File: src/rtl/tsb_pkg.sv
package tsb_pkg;

    // How the shared bus resolves for a given enable pattern
    typedef enum logic [1:0] {
        MODE_IDLE  = 2'd0,
        MODE_SOLE  = 2'd1,
        MODE_CLASH = 2'd2
    } bus_mode_e;

    typedef struct packed {
        logic idle;
        logic contend;
    } tsb_flags_t;

endpackage

File: src/rtl/tsb_enable_classify.sv
module tsb_enable_classify #(
    parameter int N = 4
) (
    input  logic [N-1:0]        oe_i,
    output tsb_pkg::tsb_flags_t flags_o
);

    logic seen_d;
    logic dup_d;

    // Walk the enables once: a set bit after an earlier set bit means a clash
    always_comb begin
        seen_d = 1'b0;
        dup_d  = 1'b0;
        for (int i = 0; i < N; i++) begin
            dup_d  = dup_d | (seen_d & oe_i[i]);
            seen_d = seen_d | oe_i[i];
        end
    end

    assign flags_o.idle    = ~seen_d;
    assign flags_o.contend = dup_d;

endmodule

File: src/rtl/tsb_andor_select.sv
module tsb_andor_select #(
    parameter int N = 4,
    parameter int W = 8
) (
    input  logic [N*W-1:0] data_i,
    input  logic [N-1:0]   oe_i,
    output logic [W-1:0]   merged_o
);

    logic [W-1:0] masked_d [N];
    logic [W-1:0] merged_d;

    // Gate each source word with its own enable
    generate
        for (genvar gi = 0; gi < N; gi++) begin : g_mask
            assign masked_d[gi] = data_i[gi*W +: W] & {W{oe_i[gi]}};
        end
    endgenerate

    always_comb begin
        merged_d = '0;
        for (int i = 0; i < N; i++) begin
            merged_d = merged_d | masked_d[i];
        end
    end

    assign merged_o = merged_d;

endmodule

File: src/rtl/tsb_resolver.sv
module tsb_resolver #(
    parameter int N = 4,
    parameter int W = 8
) (
    input  logic [N*W-1:0] drv_data_i,
    input  logic [N-1:0]   drv_oe_i,
    output logic [W-1:0]   bus_o,
    output logic           contend_o,
    output logic           idle_o
);

    import tsb_pkg::*;

    localparam logic [W-1:0] BUS_HIGH = {W{1'b1}};
    localparam logic [W-1:0] BUS_LOW  = {W{1'b0}};

    tsb_flags_t   flags_d;
    logic [W-1:0] merged_d;
    bus_mode_e    mode_d;
    logic [W-1:0] bus_d;

    tsb_enable_classify #(
        .N (N)
    ) u_classify (
        .oe_i    (drv_oe_i),
        .flags_o (flags_d)
    );

    tsb_andor_select #(
        .N (N),
        .W (W)
    ) u_select (
        .data_i   (drv_data_i),
        .oe_i     (drv_oe_i),
        .merged_o (merged_d)
    );

    always_comb begin
        if (flags_d.idle) begin
            mode_d = MODE_IDLE;
        end else if (flags_d.contend) begin
            mode_d = MODE_CLASH;
        end else begin
            mode_d = MODE_SOLE;
        end

        case (mode_d)
            MODE_IDLE:  bus_d = BUS_HIGH;
            MODE_CLASH: bus_d = BUS_LOW;
            default:    bus_d = merged_d;
        endcase
    end

    assign bus_o     = bus_d;
    assign contend_o = flags_d.contend;
    assign idle_o    = flags_d.idle;

endmodule

File: config.mk
export PLATFORM = sky130hd
export DESIGN_NAME = tsb_resolver
export DESIGN_NICKNAME = d
export VERILOG_FILES = /design/src/rtl/tsb_pkg.sv /design/src/rtl/tsb_enable_classify.sv /design/src/rtl/tsb_andor_select.sv /design/src/rtl/tsb_resolver.sv
export SDC_FILE = /design/constraint.sdc
export NUM_CORES = 1
export LEC_CHECK = 0
export ABC_AREA = 1
export BUFFER_PORTS_ARGS = -buffer_cell sky130_fd_sc_hd__clkbuf_2
export CORE_MARGIN = 3
export CORE_UTILIZATION = 35
export DETAILED_ROUTE_END_ITERATION = 6
export PLACE_DENSITY = 0.81
export REMOVE_ABC_BUFFERS = 1
export SKIP_LAST_GASP = 1
export SYNTH_ARGS = -nofsm -noshare
export SYNTH_HDL_FRONTEND = slang
export SYNTH_SLANG_ARGS = --single-unit
File: constraint.sdc
create_clock -name vclk -period 0.8
set_input_delay 0.08 -clock vclk [all_inputs]
set_output_delay 0.08 -clock vclk [all_outputs]
set_load 0.005 [all_outputs]
# Word-level counts from Yosys, hierarchy flattened
# Index checks and enable logic that the tools add are counted.
# totals
reg_bits	0
out_inout_bits	10
word_cells	21
# classes
n_eq_ne	1
muxes	3
bitwise_logic	16
n_reduce_logical	1
# op_table
op	count
$and A8 B8 Y8	4
$or A8 B8 Y8	3
$pmux W8 S2	1
$or A1 B1 Y1	5
$mux W2	2
$and A1 B1 Y1	3
$eq A2 B2 Y1 const B	1
$logic_not A2 Y1	1
$not A1 Y1	1

# Longest topological paths before layout
# Gate-level depths: netlist (run 1).
# depth
word_depth	8
depth_mapped	7
ltp_nobuf	6

# Hierarchy
# A second synthesis (run 1) with hierarchy kept.
# unflattened
hier_cells	105
area_unflattened_um2	405.4
# modules_own_cells
mod	n_inst	cells_each	area_per_inst_um2	seq_area_each_um2
tsb_andor_select	1	76	290.3	0.0
tsb_resolver	1	18	67.6	0.0
tsb_enable_classify	1	11	47.5	0.0

# Least setup slack after synthesis (run 1)
# OpenSTA, ideal clock, no wires.
# synth_path
kind	input port to output port
from	in drv_oe_i[1]
to	out bus_o[0]
arrival_ns	0.651
required_ns	0.720
path_slack_ns	0.069
stages	6
path_buffers	1
path_cell_list	buf_6 clkinv_4 nand2_4 a21oi_4 nand3_1 nand2_1
# synth_via
elab_chain_cells	8
elab_cells_between_ends	17
cone_classes	eq/ne: 1; mux: 3; bitwise: 12; reduce/logical: 1
# synth_rtl
item	line	text
start, declared	tsb_resolver.sv:6	input logic [N-1:0] drv_oe_i,
$or A1 B1 Y1	tsb_enable_classify.sv:17	seen_d = seen_d | oe_i[i];
$and A1 B1 Y1 or $or A1 B1 Y1 (tied branches)	tsb_enable_classify.sv:16, tsb_enable_classify.sv:17	
$or A1 B1 Y1 or $and A1 B1 Y1 (tied branches)	tsb_enable_classify.sv:16	dup_d = dup_d | (seen_d & oe_i[i]);
$or A1 B1 Y1	tsb_enable_classify.sv:16	
$mux W2	tsb_resolver.sv:41	end else if (flags_d.contend) begin
$mux W2	tsb_resolver.sv:39	if (flags_d.idle) begin
$eq A2 B2 Y1 or $logic_not A2 Y1 (tied branches)	tsb_resolver.sv:47	case (mode_d)
$pmux W8 S2 *	tsb_resolver.sv:47	
end, declared	tsb_resolver.sv:7	output logic [W-1:0] bus_o,
# Mark *: on every way between the ends. The rest lies on a longest branch, timed or not.

# Worst setup path after layout (run 1)
# layout_path
from	in drv_oe_i[1]
to	out bus_o[5]
# The elaborated chain is that of the path after synthesis.

==> out/metrics.yaml, run 1 <==
hold_violations: 0
p_per_area_mw_per_mm2: 529
syn_area_um2: 472
yosys-top-cells-count: "nand2_1, inv_1, nand3_1"
grt_pass1_vias: 634
nClkBuffers: 0
synth-xor-area-share: 0
synth_top_area_share: 0.525
drtIter0Drc: 17
ios: 46
yosysUniqueCellTypes: 12
crit_path_start_kind: "input port"
synth-simple-area-share: 0.703
violations: "setup timing"
switchingPower_uw: 232
hold_path_depth: 5
p_seq_frac: 0
synthCells: 103
synth_compound_area_frac: 0.0345
internal-power_uw: 236
grt_max_degree: 12
p_leak_nw: 0.613
grt_setup_unrepaired: "true"
synth_fa_ha_area_frac: 0
antenna_found_initial: 0
max_freq_mhz: 1100
synth.avg_cell_area_um2: 4.58
ys_seq_area_frac: 0
synthTopCellsByArea: "nand2_1, inv_1, nand3_1"
core_area_mm2: 0.00119
layout.nets: 190
grt_usage: 0.172
vias: 740
start_util: 0.398
seq_area_um2: 0
fin_crit_sh: 1.13
wl_um: 1680
wl_per_cell_um: 10.1
dp_slack_ns: -0.159
vdd_drop_max_v: 0.000333
hpwl_um: 1170
whs_endpoint: "bus_o[1]"
cp_data_required_time_ns: 0.72
vias_per_cell: 4.46
grt_pass1_wl_um: 2590
synth_area_leader_cell: "nand2_1"
finalCriticalPeriod_ns: 0.906
path_class: "in -> out"
fin_setup_tns_ns: -0.795
routabilityCongestion: 0.714
port_buffers: 46
clkPwrFrac: 0
drc_errors: 0
tightest_slew_ns: 0.186
die_h_um: 42.7
cp-end-kind: "primary output"
slew_violations: 0
drive_gt1_frac: 0.461
status: "finished with violations"
synth_top_family_by_area: "simple AND/OR/NAND/NOR gates"
worstPathMaxFanout: 8
synthMostInstantiatedCell: "nand2_1"
cap_violations: 0
ant_nets: 0
slew_headroom: 0.875
seq_cells: 0
drtPass1Iterations: 4
synthMuxAreaShare: 0
critPathArrivalTime_ns: 0.83
yosys_warnings: 0
area_growth_pct: 87.8
die_area_mm2: 0.00182
n_antenna_cell: 0
overflow: 0
pwr-share-comb: 1.000
fill_cells: 88
hold_path.class: "in -> out"
rows: 12
swShare: 0.496
setup_violations: 10
fp.dieW_um: 42.7
min-delay-start: "drv_oe_i[2]"
setup_ws_ns: -0.106
hold_buffers: 0
[layer usage]
layer	GRT usage	routed length [um]	up-vias
met3	0.0339	183	0
met1	0.220	650	298
li1	-	-	399
met2	0.305	843	43
met4	0.0124	0	0
met5	0	0	-
[worst max-delay path, stage by stage]
cell       delay [ns]
clkbuf_16        0.14
clkinv_8         0.06
nand3b_4         0.12
nor2_4           0.16
inv_4            0.07
nand2_1          0.07
clkbuf_2         0.13
[cell usage in the layout (no fill, tap or decap), types with 3 or more instances in the layout]
master,netlist,layout
buf_6,3,3
buf_8,0,3
clkbuf_2,0,41
inv_1,17,15
nand2_1,66,61
nand2_2,1,5
nand3_1,8,6
[worst max path at each step]
stage	cells past startpoint	from	slack, ns	to
after floorplan	5	drv_oe_i[1]	0.20	bus_o[0]
after global placement	9	drv_oe_i[2]	-0.12	bus_o[0]
after detailed placement	9	drv_oe_i[2]	-0.16	bus_o[7]
after CTS	7	drv_oe_i[0]	-0.08	bus_o[7]
after global routing	9	drv_oe_i[0]	-0.16	bus_o[5]
final	7	drv_oe_i[1]	-0.11	bus_o[5]
[layout make-up]
class / count / area [um^2] / area share
multi-input combinational: 81 / 417 / 0.470
timing repair buffer: 51 / 349 / 0.394
inverter: 20 / 103 / 0.116
tap: 14 / 17.5 / 0.0198
[cells by family after synthesis]
group,Yosys count
AO/OA/AOI/OAI,1
buffers and inverters,24
AND/OR/NAND/NOR,78
[per-stage QoR]
stage	utilization	hold WS, ns	cell area [um^2]	instances	total power [mW]
2_1_floorplan	-	0.190	433	99	0.175
3_3_place_gp	0.599	0.588	711	163	0.355
3_5_place_dp	0.599	0.591	711	163	0.362
4_1_cts	0.699	0.532	830	165	0.427
5_1_grt	0.747	0.566	886	166	0.523
6_report	0.747	0.535	886	166	0.469
[what timing repair did]
item | in CTS | in global routing
gates resized for setup | 21 | 14
setup endpoints to repair | 10 | 10
pin swaps | 4 | 4
cloned | 2 | 0
setup buffers | 0 | 1
[power groups by stage]
stage	Combinational (mW)	Clock (mW)	Sequential (mW)
5_1_grt	0.523	0	0
4_1_cts	0.427	0	0
6_report	0.469	0	0
2_1_floorplan	0.175	0	0
3_5_place_dp	0.362	0	0
3_3_place_gp	0.355	0	0
Note: power is estimated with default switching activity, not from simulation.
==> inputs of run 2 (changes only) <==
--- a/config.mk
+++ b/config.mk
@@ -5,12 +5,11 @@
 export SDC_FILE = /design/constraint.sdc
 export NUM_CORES = 1
 export LEC_CHECK = 0
-export ABC_AREA = 1
 export BUFFER_PORTS_ARGS = -buffer_cell sky130_fd_sc_hd__clkbuf_2
-export CORE_MARGIN = 3
-export CORE_UTILIZATION = 35
+export CORE_AREA = 3 3 40 42
 export DETAILED_ROUTE_END_ITERATION = 6
-export PLACE_DENSITY = 0.81
+export DIE_AREA = 0 0 43 45
+export RECOVER_POWER = 50
 export REMOVE_ABC_BUFFERS = 1
 export SKIP_LAST_GASP = 1
 export SYNTH_ARGS = -nofsm -noshare
==> run 2 against run 1 <==
First-iteration DRC count decreased by 88%. Final area fell by 24%. Critical endpoint is now bus_o[4]. Via count decreased by 33%. The run still ends with setup timing left. Largest cell class unchanged.
==> out/metrics.yaml, run 2 <==
synth.avg_cell_area_um2: 7.29  # was 4.58 um^2
wl_um: 1290  # was 1680 um
yosys-top-cells-count: "a21oi_1, a221oi_1, a22o_1"  # was nand2_1, inv_1, nand3_1
worstPathMaxFanout: 5  # was 8
top_layer_used: "met3"  # unchanged
ant_nets: 0  # unchanged
fin_crit_sh: 1.42  # was 1.13
drtPass1Iterations: 3  # was 4
syn_area_um2: 248  # was 472 um^2
wl_met1_um: 520  # was 650 um
fill_cells: 135  # was 88
critPathSlowestCell: "or4_4"  # was nor2_4
synthCells: 34  # was 103
drc_errors: 0  # unchanged
hold_violations: 0  # unchanged
core_area_mm2: 0.00128  # was 0.00119 mm^2
vias: 496  # was 740
setup_ws_ns: -0.333  # was -0.106 ns
hold_buffers: 0  # unchanged
ys_seq_area_frac: 0  # unchanged
crit_path_start: "drv_oe_i[3]"  # was drv_oe_i[1]
routabilityCongestion: 0.673  # was 0.714
slew_violations: 0  # unchanged
vias_per_cell: 5.01  # was 4.46
dp_cells: 97  # was 163
p_per_area_mw_per_mm2: 569  # was 529 mW/mm^2
setup_violations: 10  # unchanged
port_buffers: 46  # unchanged
die_area_mm2: 0.00194  # was 0.00182 mm^2
p_leak_nw: 0.338  # was 0.613 nW
slowest_delay_ns: 0.59  # was 0.16 ns
area_growth_pct: 173  # was 87.8%
die_h_um: 45  # was 42.7 um
seq_area_um2: 0  # unchanged
grt_pass1_vias: 469  # was 634
ios: 46  # unchanged
instances_no_fill: 99  # was 166
seq_cells: 0  # unchanged
wl_met3_um: 126  # was 183 um
finalCriticalPeriod_ns: 1.13  # was 0.906 ns
critPathArrivalTime_ns: 1.05  # was 0.83 ns
antenna_found_initial: 0  # unchanged
crit_path_start_kind: "input port"  # unchanged
final_common_cell: "clkbuf_2"  # was nand2_1
synth_top_area_share: 0.283  # was 0.525
max_freq_mhz: 882  # was 1100 MHz
violations: "setup timing"  # unchanged
grt_usage: 0.129  # was 0.172
grt_setup_unrepaired: "true"  # unchanged
final_cell_mix: "clkbuf_2, a22o_1, a221oi_2"  # was nand2_1, clkbuf_2, inv_1
n_antenna_cell: 0  # unchanged
fp.dieW_um: 43  # was 42.7 um
synth_area_leader_cell: "a221oi_1"  # was nand2_1
rows: 13  # was 12
vdd_drop_max_v: 0.000349  # was 0.000333 V
wl_per_cell_um: 13.0  # was 10.1 um
grt_pass1_wl_um: 2030  # was 2590 um
layout.nets: 122  # was 190
yosys_warnings: 0  # unchanged
cp_data_required_time_ns: 0.72  # about the same
grt_max_degree: 11  # was 12
drtIter0Drc: 2  # was 17
slew_headroom: 0.804  # was 0.875
utilization: 0.526  # was 0.747
crit_chain: "buf_8 -> or4_4 -> a21oi_2 -> clkbuf_2"  # was clkbuf_16 -> clkinv_8 -> nand3b_4 -> nor2_4 -> inv_4 -> nand2_1 -> clkbuf_2
dr_wl_met2_um: 639  # was 843 um
start_util: 0.193  # was 0.398
dp_slack_ns: -0.359  # was -0.159 ns
total_power_uw: 385  # was 469 uW
overflow: 0  # unchanged
hold_path.class: "in -> out"  # unchanged
tightest_slew_ns: 0.293  # was 0.186 ns
crit_end: "bus_o[4]"  # was bus_o[5]
synthTopCellsByArea: "a221oi_1, a22o_1, a21oi_1"  # was nand2_1, inv_1, nand3_1
cp-end-kind: "primary output"  # unchanged
yosysUniqueCellTypes: 9  # was 12
nClkBuffers: 0  # unchanged
drive_gt1_frac: 0.893  # was 0.461
path_class: "in -> out"  # unchanged
cap_violations: 0  # unchanged
status: "finished with violations"  # unchanged
-- run 2: cell count changes in the layout (fill, tap and decap cells not counted), sizes merged --
cell    previous run  this run
nand2             69         0
inv               18         1
a221oi             0         8
a22o               0         8
nand3              8         0
a21oi              2         8
buf                8        12
a211oi             0         2
clkinv             2         0
or4                0         2
clkbuf            43        42
nand3b             1         0
-- run 2: repair_timing --
item,CTS,global route
gates resized for setup,16,17
gates cloned,1,0
setup buffers,0,1
endpoints found under the setup margin,10,10
pin swaps,2,5
-- run 2: cells by family (layout without fill, tap and decap cells) --
logic type / count (synthesis) / in the layout / synth area share
compound gates: 26 / 26 / 0.788
buf+inv: 6 / 55 / 0.141
simple gates: 2 / 3 / 0.0707
-- run 2: layout make-up --
type	count	area [um^2]	area share
tap	15	18.8	0.0278
timing repair buffer	54	323	0.478
inverter	1	3.75	0.00556
multi-input combinational	29	330	0.489
-- run 2: where the power goes --
| group | internal (mW) | total (mW) | switching (mW) |
|---|---|---|---|
| combinational | 0.212 | 0.385 | 0.173 |
| sequential | 0 | 0 | 0 |
| clock | 0 | 0 | 0 |
| total | 0.212 | 0.385 | 0.173 |
-- run 2: worst min path at each step --
| stage | from | to | slack, ns | cells past startpoint |
|---|---|---|---|---|
| 6_report | drv_data_i[30] | bus_o[6] | 0.52 | 4 |
| 5_1_grt | drv_data_i[25] | bus_o[1] | 0.55 | 4 |
| 4_1_cts | drv_data_i[29] | bus_o[5] | 0.53 | 4 |
| 3_5_place_dp | drv_data_i[29] | bus_o[5] | 0.55 | 4 |
| 3_3_place_gp | drv_data_i[31] | bus_o[7] | 0.54 | 4 |
| 2_1_floorplan | drv_oe_i[1] | idle_o | 0.33 | 2 |
-- run 2: worst max-delay path: cells and delay by family --
kind / cells / cell delay (ns)
AO/OA/AOI/OAI: 1 / 0.16
buffers and inverters: 2 / 0.22
AND/OR/NAND/NOR: 1 / 0.59
-- run 2: routing by layer --
layer  vias up  global-route usage
met5         -                   0
met4         0                   0
met3         0              0.0199
met2        24               0.219
met1       215               0.186
li1        257                   -
-- run 2: metrics by stage --
step	hold slack, ns	setup TNS, ns	instance area, um^2
after floorplan	0.330	-0.849	216
after global placement	0.543	-3.04	518
after detailed placement	0.547	-3.14	518
after CTS	0.528	-3.05	604
after global routing	0.549	-3.30	676
final	0.519	-2.94	676
